==> src/rtl/lcdft_pkg.sv <==
package lcdft_pkg;
  localparam int FDIV_W = 13;
  localparam int CODE_W = 3;
  localparam int COM_W  = 2;

  typedef struct packed {
    logic              use_ext;
    logic              slow;
    logic [CODE_W-1:0] code;
    logic              four;
  } lcd_cfg_t;

  // Frame length in ticks: even codes 6144>>n, odd codes 4608>>n, code 7 aliases code 2,
  // slow external source divides by eight.
  function automatic logic [FDIV_W-1:0] frame_ticks(input logic [CODE_W-1:0] code,
                                                    input logic slow);
    logic [CODE_W-1:0] eff;
    logic [FDIV_W-1:0] base;
    logic [FDIV_W-1:0] len;
    eff  = (code == CODE_W'(7)) ? CODE_W'(2) : code;
    base = eff[0] ? FDIV_W'(4608) : FDIV_W'(6144);
    len  = base >> eff[CODE_W-1:1];
    if (slow) len = len >> 3;
    return len;
  endfunction
endpackage

==> src/rtl/lcdft_cfg_reg.sv <==
module lcdft_cfg_reg
  import lcdft_pkg::*;
(
  input  logic              clk,
  input  logic              rst,
  input  logic              frame_end,
  input  logic              ext_clk_sel,
  input  logic              ext_slow,
  input  logic [CODE_W-1:0] rate_code,
  input  logic              four_com,
  output lcd_cfg_t          cfg_q
);
  logic load;
  assign load = rst | frame_end;

  always_ff @(posedge clk) begin
    if (load) begin
      cfg_q.use_ext <= ext_clk_sel;
      cfg_q.slow    <= ext_clk_sel & ext_slow;
      cfg_q.code    <= rate_code;
      cfg_q.four    <= four_com;
    end
  end


  cfg_hold_chk: assert property (@(posedge clk) disable iff (rst)
    !$past(load) |-> $stable(cfg_q));


  slow_mask_chk: assert property (@(posedge clk) disable iff (rst)
    !cfg_q.use_ext |-> !cfg_q.slow);
endmodule

==> src/rtl/lcdft_len.sv <==
module lcdft_len
  import lcdft_pkg::*;
#(
  parameter int DIV_W  = FDIV_W,
  parameter int HALF_W = DIV_W - 2
) (
  input  logic              slow,
  input  logic [CODE_W-1:0] code,
  input  logic              four,
  output logic [HALF_W-1:0] half_len
);
  logic [DIV_W-1:0] flen;

  always_comb begin
    flen = DIV_W'(frame_ticks(code, slow));
    if (four) half_len = HALF_W'(flen >> 3);
    else      half_len = HALF_W'(flen / DIV_W'(6));
  end
endmodule

==> src/rtl/lcdft_tick_sel.sv <==
module lcdft_tick_sel (
  input  logic int_tick,
  input  logic ext_tick,
  input  logic use_ext,
  output logic tick
);
  assign tick = use_ext ? ext_tick : int_tick;
endmodule

==> src/rtl/lcdft_seq.sv <==
module lcdft_seq #(
  parameter int HALF_W = 11,
  parameter int COM_W  = 2
) (
  input  logic              clk,
  input  logic              rst,
  input  logic              tick,
  input  logic [HALF_W-1:0] half_len,
  input  logic              four,
  output logic [COM_W-1:0]  com_idx,
  output logic              pol,
  output logic              frame_start,
  output logic              frame_end
);
  logic [HALF_W-1:0] half_cnt;
  logic              last_half;
  logic              last_com;

  always_comb begin
    last_half = (half_cnt == half_len - HALF_W'(1));
    last_com  = four ? (com_idx == COM_W'(3)) : (com_idx == COM_W'(2));
    frame_end = tick && last_half && pol && last_com;
  end

  always_ff @(posedge clk) begin
    if (rst) begin
      half_cnt    <= '0;
      pol         <= 1'b0;
      com_idx     <= '0;
      frame_start <= 1'b0;
    end else begin
      frame_start <= frame_end;
      if (tick) begin
        if (last_half) begin
          half_cnt <= '0;
          pol      <= ~pol;
          if (pol) com_idx <= last_com ? '0 : com_idx + COM_W'(1);
        end else begin
          half_cnt <= half_cnt + HALF_W'(1);
        end
      end
    end
  end


  com_range_chk: assert property (@(posedge clk) disable iff (rst)
    four || (com_idx != COM_W'(3)));


  frame_start_pos_chk: assert property (@(posedge clk) disable iff (rst)
    frame_start |-> (com_idx == '0) && !pol);


  frame_pulse_chk: assert property (@(posedge clk) disable iff (rst)
    frame_start |=> !frame_start);


  idle_hold_chk: assert property (@(posedge clk) disable iff (rst)
    !$past(tick) |-> $stable(pol) && $stable(com_idx) && !frame_start);
endmodule

==> src/rtl/lcd_frame_timer.sv <==
module lcd_frame_timer
  import lcdft_pkg::*;
#(
  parameter int DIV_W = FDIV_W
) (
  input  logic              clk,
  input  logic              rst,
  input  logic              int_tick,
  input  logic              ext_tick,
  input  logic              ext_clk_sel,
  input  logic              ext_slow,
  input  logic [CODE_W-1:0] rate_code,
  input  logic              four_com,
  input  logic              disp_en,
  output logic [COM_W-1:0]  com_idx,
  output logic              pol,
  output logic              frame_start,
  output logic              blank
);
  localparam int HALF_W = DIV_W - 2;

  lcd_cfg_t          cfg_q;
  logic              tick;
  logic              frame_end;
  logic [HALF_W-1:0] half_len;

  lcdft_cfg_reg u_cfg (
    .clk(clk), .rst(rst), .frame_end(frame_end),
    .ext_clk_sel(ext_clk_sel), .ext_slow(ext_slow),
    .rate_code(rate_code), .four_com(four_com), .cfg_q(cfg_q)
  );

  lcdft_len #(.DIV_W(DIV_W), .HALF_W(HALF_W)) u_len (
    .slow(cfg_q.slow), .code(cfg_q.code), .four(cfg_q.four), .half_len(half_len)
  );

  lcdft_tick_sel u_tick (
    .int_tick(int_tick), .ext_tick(ext_tick), .use_ext(cfg_q.use_ext), .tick(tick)
  );

  lcdft_seq #(.HALF_W(HALF_W), .COM_W(COM_W)) u_seq (
    .clk(clk), .rst(rst), .tick(tick), .half_len(half_len), .four(cfg_q.four),
    .com_idx(com_idx), .pol(pol), .frame_start(frame_start), .frame_end(frame_end)
  );

  always_ff @(posedge clk) begin
    blank <= rst | ~disp_en;
  end


  blank_follow_chk: assert property (@(posedge clk) disable iff (rst)
    !$past(rst) |-> (blank == !$past(disp_en)));
endmodule

==> config.mk <==
export PLATFORM = sky130hd
export DESIGN_NAME = lcd_frame_timer
export DESIGN_NICKNAME = d
export VERILOG_FILES = /design/src/rtl/lcdft_pkg.sv /design/src/rtl/lcdft_cfg_reg.sv /design/src/rtl/lcdft_len.sv /design/src/rtl/lcdft_tick_sel.sv /design/src/rtl/lcdft_seq.sv /design/src/rtl/lcd_frame_timer.sv
export SDC_FILE = /design/constraint.sdc
export NUM_CORES = 1
export LEC_CHECK = 0
export ABC_AREA = 1
export ABC_CLOCK_PERIOD_IN_PS = 3800
export BUFFER_PORTS_ARGS = -buffer_cell sky130_fd_sc_hd__buf_2
export CORE_UTILIZATION = 61
export CTS_BUF_LIST = sky130_fd_sc_hd__clkbuf_2 sky130_fd_sc_hd__clkbuf_4 sky130_fd_sc_hd__clkbuf_8
export DETAILED_ROUTE_END_ITERATION = 8
export PLACE_DENSITY = 0.9
export SYNTH_ARGS = -nofsm -noshare
export SYNTH_HDL_FRONTEND = slang
export SYNTH_SLANG_ARGS = --single-unit
==> constraint.sdc <==
create_clock -name clk -period 3.8 [get_ports clk]
set_input_delay 0.19 -clock clk [delete_from_list [all_inputs] [get_ports clk]]
set_output_delay 0.19 -clock clk [all_outputs]
set_load 0.1 [all_outputs]
==> impl_results.md, run 1 <==
- Crit end category: register
- Routed len/inst: 11.3 um
- CP startpoint kind: register
- Worst Path Buf+Inv: 2
- Die ar.: 3230 um^2
- Clock power share: 27.4%
- Top cell type's share of synthesized area: 18.0%
- Synth Instances: 282
- Warnings from Yosys: 0
- Post-CTS Repair Setup Buffers: 0
- Reg2reg end: u_cfg.cfg_q[1]
- Power Total: 633 uW
- Status: completed
- Max Root-Sink Buffers: 2
- Hold crit path type: input pin to register
- TNS Setup: 0 ns
- Hold path start: disp_en
- Final WL: 3720 um
- Critical-path cell list: inv_4 -> nand2_2 -> nor2_2 -> nand2_1 -> nand2_1 -> inv_2 -> ha_1 -> xnor2_1 -> nor3_1 -> nand2_1 -> nor2_1 -> nand2_1 -> nor2_1 -> nand3_1 -> nor2_2 -> nand3_2 -> nor2_4 -> nand3_2 -> or2_1 -> nand2_1
- R2r startpoint: u_cfg.cfg_q[2]
- Initial DRC Count: 68
- Maxcap violations: 0
- Setup-failing EPs final: 0
- Seq pwr share: 42.2%
- PwrDens: 322 nW/um^2
- Largest net degree at the start of global routing: 19
- Number of global-route vias before repair: 1623
- Clk_skew: 0.00888 ns
- #FFs+latches synth: 22
- Die height: 56.8 um
- Peak VDD IR: 0.232 mV
- Combinational fraction of design power: 30.4%
- Final #Nets: 313
- Placed cells: 324
- WP depth: 20
- Synth top area cells: nand2_1, dfxtp_1, edfxtp_1
- GR Overflow Total: 0
- Cts hold-fix bufs: 0
- Hpwl dp: 3050 um
- Starting Density: 65.3%
- CTS resizes: 0
- Antenna violations before repair: 0
- Clock Latency Late Sink: 0.30 ns
- Sw Pwr: 212 uW
- CTS Root Cell: clkbuf_4
- Die X: 56.8 um
- Worst r2r path cells: 20
- Via count: 1762
- Final hold vios: 0
- Synthesized cell area: 1830 um^2
- CTS tree: built
- Core region area: 2810 um^2
- Total track usage: 25.2%
- Std cell rows: 19
- Final Max Tran Viols: 0
- M1 WL: 1560 um
- Post-synth top area cell: nand2_1
- Post-layout min period: 3.27 ns
- Kind of critical path: register to register
- TritonCTS buffer count: 3
- WL met3: 161 um
- Detailed-router iteration count before antenna repair: 4
- Final period utilization: 86.1%
- Synthesized area per cell: 6.50 um^2
- Area overhead of the layout relative to synthesis: 7.10%
- CTS HTree Levels: 1
- Unrepaired setup endpoints after global routing: no
- Met2 WL post-DR: 1910 um
- Top sig layer: met4
- DR vias/cell: 5.37
- R2R setup slack: 0.53 ns
- Max Fclk: 306 MHz
- ANT cells: 0
- Crit-path leading delay family: simple AND/OR/NAND/NOR gates
- Synth unique cells: 31
- Critical-path top delay cell: edfxtp_1
- Total internal power: 421 uW
- Hold path endpoint: blank
- Final core utilization: 70.0%
- Routability Congestion: 0.937
- Max_slew headroom: 59.8%
- I/O Buffers: 15
- Sw Ratio: 33.5%
- Slew @ Worst Pin: 0.603 ns
- Global-route wire length before repair: 6450 um
- Clock sink total: 22
- Sequential-to-total area share from yosys stat: 27.3%
- CP required: 3.79 ns
- Final cell count without fillers: 328
- LEAKAGE: 0.960 nW
- Layout cells sized above 1: 19.5%
- Crit-path max FO: 8
- Hold depth: 2
- CP peak stage delay: 0.57 ns
- Drc violations: 0
- ANT nets after route: 0
- CTS clk-pin slew, worst paths: 0.12 ns
- Num ports: 16
- Most frequent CP cell: nand2_1
- Worst Path Arrival: 3.26 ns
Yosys cell counts:
cell type / instances
or2_1: 2
and2_1: 1
edfxtp_1: 6
buf_2: 2
conb_1: 2
inv_1: 30
buf_6: 2
dfxtp_1: 16
xor2_1: 8
o2111ai_1: 1
nor2_2: 6
nand4_1: 5
nand4_2: 1
nand2_4: 1
nand3_1: 28
o21ai_0: 4
buf_4: 1
nor2_1: 19
nor2_4: 3
inv_2: 6
a21oi_1: 11
inv_4: 1
ha_1: 4
o21ai_1: 1
nand3_2: 8
nand3b_1: 5
nor3_1: 4
o21ai_2: 1
xnor2_1: 3
nand2_2: 12
nand2_1: 88
layer usage:
metal	global-route usage [%]	vias to the layer above
li1	-	921
met1	29.6	781
met2	46.6	50
met3	3.00	10
met4	9.41	0
met5	0	-
cell families (layout without fill, tap and decap cells):
group / Yosys count / after routing / synth area share, %
simple gates: 183 / 183 / 49.1
buf+inv: 42 / 56 / 9.90
flops: 22 / 22 / 27.3
compound gates: 18 / 18 / 5.32
xor+xnor: 11 / 11 / 5.26
fa+ha+maj: 4 / 4 / 2.73
other cells: 2 / 3 / 0.410
power by group through the flow:
stage	clock network [mW]	logic, mW	registers, mW
3_3_place_gp	0	0.185	0.271
5_1_grt	0.187	0.217	0.269
2_1_floorplan	0	0.162	0.266
6_report	0.174	0.192	0.267
3_5_place_dp	0	0.189	0.272
4_1_cts	0.179	0.191	0.267
sequential cells by signal (all words and copies together) (netlist names):
name	count
u_seq.half_cnt	11
u_cfg.cfg_q	6
u_seq.com_idx	2
blank	1
u_seq.frame_start	1
u_seq.pol	1
placed cells by master (no fill, tap or decap), types with 2 or more instances in the layout:
master    count
edfxtp_1      6
nand4_1       5
nand3b_1      5
conb_1        3
nand2_2      12
nand3_1      28
inv_1        30
ha_1          4
nor2_1       19
buf_2        15
a21oi_1      11
or2_1         2
o21ai_0       4
xnor2_1       3
dfxtp_1      16
xor2_1        8
nand3_2       8
nor2_2        6
clkbuf_4      3
inv_2         6
nor3_1        4
nor2_4        3
nand2_1      88
area by class of cell:
type	count	area (um^2)
tap	31	38.8
inverter	37	141
fill	230	842
clock buffer	3	22.5
sequential	22	500
clock inverter	1	30.0
multi-input combinational	219	1150
timing repair buffer	15	75.1
worst max path at each step:
stage / start / end / slack [ns]
4_1_cts: u_cfg.cfg_q[2] / u_cfg.cfg_q[3] / 0.52
2_1_floorplan: u_cfg.cfg_q[2] / u_cfg.cfg_q[0] / 0.90
3_5_place_dp: u_cfg.cfg_q[2] / u_cfg.cfg_q[3] / 0.57
3_3_place_gp: u_cfg.cfg_q[2] / u_cfg.cfg_q[3] / 0.69
6_report: u_cfg.cfg_q[2] / u_cfg.cfg_q[1] / 0.53
5_1_grt: u_cfg.cfg_q[2] / u_cfg.cfg_q[4] / 0.25
stage by stage:
stage / area (um^2) / setup WS (ns) / hold slack, ns
3_5_place_dp: 1910 / 0.567 / 0.363
5_1_grt: 1960 / 0.254 / 0.0372
2_1_floorplan: 1840 / 0.902 / 0.257
3_3_place_gp: 1910 / 0.694 / 0.356
6_report: 1960 / 0.529 / 0.0328
4_1_cts: 1960 / 0.521 / 0.0269
Note: power is estimated with default switching activity, not from simulation.
==> run 2, diff against run 1 <==
--- a/config.mk
+++ b/config.mk
@@ -11,6 +11,7 @@
 export CORE_UTILIZATION = 61
 export CTS_BUF_LIST = sky130_fd_sc_hd__clkbuf_2 sky130_fd_sc_hd__clkbuf_4 sky130_fd_sc_hd__clkbuf_8
 export DETAILED_ROUTE_END_ITERATION = 8
+export GPL_TIMING_DRIVEN = 0
 export PLACE_DENSITY = 0.9
 export SYNTH_ARGS = -nofsm -noshare
 export SYNTH_HDL_FRONTEND = slang
==> impl_results.md, run 2 (synthesized netlist as in run 1, its figures left out) <==
- Die height: 56.8 um (unchanged)
- Crit-path max FO: 8 (unchanged)
- Total track usage: 25.3% (was 25.2%)
- Maxcap violations: 0 (unchanged)
- Largest net degree at the start of global routing: 14 (was 19)
- GR Overflow Total: 0 (unchanged)
- Final period utilization: 85.6% (was 86.1%)
- Max Root-Sink Buffers: 2 (unchanged)
- Area overhead of the layout relative to synthesis: 9.83% (was 7.10%)
- Slew @ Worst Pin: 0.488 ns (was 0.603 ns)
- Biggest registers after layout: u_seq.half_cnt x11, u_cfg.cfg_q x6, u_seq.com_idx x2 (unchanged)
- CTS clk-pin slew, worst paths: 0.11 ns (was 0.12 ns)
- Crit end category: register (unchanged)
- Power Total: 647 uW (was 633 uW)
- Setup-failing EPs final: 0 (unchanged)
- Met2 Resource Use GR: 45.7% (was 46.6%)
- CTS HTree Levels: 1 (unchanged)
- Max_slew headroom: 67.1% (was 59.8%)
- CTS tree: built (unchanged)
- Commonest non-fill, non-tap cells in the layout: nand2_1, inv_1, nand3_1, nor2_1, buf_2 (was nand2_1, inv_1, nand3_1, nor2_1, dfxtp_1)
- Initial DRC Count: 40 (was 68)
- Hpwl dp: 2910 um (was 3050 um)
- Kind of critical path: register to register (unchanged)
- CP required: 3.81 ns (was 3.79 ns)
- Unrepaired setup endpoints after global routing: no (unchanged)
- M3 GR Usage: 3.00% (unchanged)
- Clock Latency Late Sink: 0.33 ns (was 0.30 ns)
- PwrDens: 321 nW/um^2 (was 322 nW/um^2)
- Max Fclk: 307 MHz (was 306 MHz)
- CP startpoint kind: register (unchanged)
- Number of global-route vias before repair: 1599 (was 1623)
- Clock sink total: 22 (unchanged)
- Final hold vios: 0 (unchanged)
- Via count: 1774 (was 1762)
- Layout cells sized above 1: 20.8% (was 19.5%)
- Std cell rows: 19 (unchanged)
- Drc violations: 0 (unchanged)
- Most common cell after layout, fill and taps aside: nand2_1 (unchanged)
- FILL cells: 220 (was 230)
- LEAKAGE: 0.989 nW (was 0.960 nW)
- Largest register by flop count: u_seq.half_cnt (unchanged)
- CTS Root Cell: clkbuf_4 (unchanged)
- Largest register FFs: 11 (unchanged)
- ANT cells: 0 (unchanged)
- TritonCTS buffer count: 3 (unchanged)
- I/O Buffers: 15 (unchanged)
- Starting Density: 65.3% (unchanged)
- ANT nets after route: 0 (unchanged)
- Antenna violations before repair: 0 (unchanged)
- Routability Congestion: 0.887 (was 0.937)
- Post-layout min period: 3.25 ns (was 3.27 ns)
- Die X: 56.8 um (unchanged)
- Num ports: 16 (unchanged)
- Clk_skew: 0.0195 ns (was 0.00888 ns)
- Die ar.: 3230 um^2 (unchanged)
- Global-route wire length before repair: 6390 um (was 6450 um)
- Met1 GRT Util: 29.7% (was 29.6%)
- Detailed-router iteration count before antenna repair: 4 (unchanged)
- TNS Setup: 0 ns (unchanged)
- Status: completed (unchanged)
- Routed len/inst: 11.1 um (was 11.3 um)
- Worst Path Arrival: 3.26 ns (about the same)
- Peak VDD IR: 0.264 mV (was 0.232 mV)
- Final Max Tran Viols: 0 (unchanged)
- Hold crit path type: input pin to register (unchanged)
- Final WL: 3700 um (was 3720 um)
- Core region area: 2810 um^2 (unchanged)
- Busiest metal layer after global routing: met2 (unchanged)
- DR vias/cell: 5.31 (was 5.37)
- Final #Nets: 319 (was 313)
[run 2: cell count changes in the layout (fill, tap and decap cells not counted)]
cell	previous run	this run
buf_4	0	1
dlygate4sd3_1	0	1
buf_2	15	17
buf_6	0	2
[run 2: path summary, 6_finish.rpt]
| kind | startpoint | endpoint | slack, ns | depth (start not counted) |
|---|---|---|---|---|
| worst max-delay path | u_cfg.cfg_q[2] | u_cfg.cfg_q[1] | 0.55 | 21 |
| worst min register to register | u_seq.com_idx[0] | u_seq.com_idx[0] | 0.53 | 2 |
| worst min-delay path | rate_code[2] | u_cfg.cfg_q[3] | 0.05 | 1 |
| worst max register to register | u_cfg.cfg_q[2] | u_cfg.cfg_q[1] | 0.55 | 21 |
[run 2: per-stage QoR]
step	hold WS, ns	instance area [um^2]	std cells	setup slack (ns)	util (%)
3_3_place_gp	0.360	1950	329	0.637	69.5
5_1_grt	0.0457	2010	334	0.254	71.8
4_1_cts	0.00244	2000	333	0.540	71.4
6_report	0.0478	2010	334	0.548	71.8
3_5_place_dp	0.366	1950	329	0.581	69.5
2_1_floorplan	0.257	1840	283	0.902	-
[run 2: final cells by class]
class	instances	area [um^2]	area share [%]
multi-input combinational	219	1150	57.4
sequential	22	500	24.9
inverter	37	141	7.02
timing repair buffer	16	85.1	4.23
buffer	5	40.0	1.99
tap	31	38.8	1.93
clock inverter	1	30.0	1.49
clock buffer	3	22.5	1.12
[run 2: repair_timing]
| item | 4_1_cts | 5_1_grt |
|---|---|---|
| setup buffers | 0 | 0 |
| hold buffers | 0 | 1 |
| hold endpoints to repair | 0 | 1 |
| gates resized for setup | 0 | 0 |
[run 2: per-layer routing]
layer  wire (um)  share of wire, %
met5           0                 0
met4          85               2.3
met3         162               4.4
met2        1880                51
met1        1570                42
[run 2: worst max-delay path, cell delays in order (launching register included)]
cell,delay [ns]
edfxtp_1,0.40
buf_6,0.16
inv_4,0.08
nand2_2,0.06
nor2_2,0.17
nand2_1,0.07
nand2_1,0.07
inv_2,0.05
ha_1,0.28
xnor2_1,0.06
nor3_1,0.19
nand2_1,0.07
nor2_1,0.09
nand2_1,0.06
nor2_1,0.09
nand3_1,0.09
nor2_2,0.11
nand3_2,0.10
nor2_4,0.17
nand3_2,0.10
or2_1,0.26
nand2_1,0.22
[run 2: power by group]
part	switching, mW	total [mW]	internal, mW
registers	0.00808	0.258	0.250
logic	0.135	0.205	0.0706
clock network	0.0766	0.183	0.107
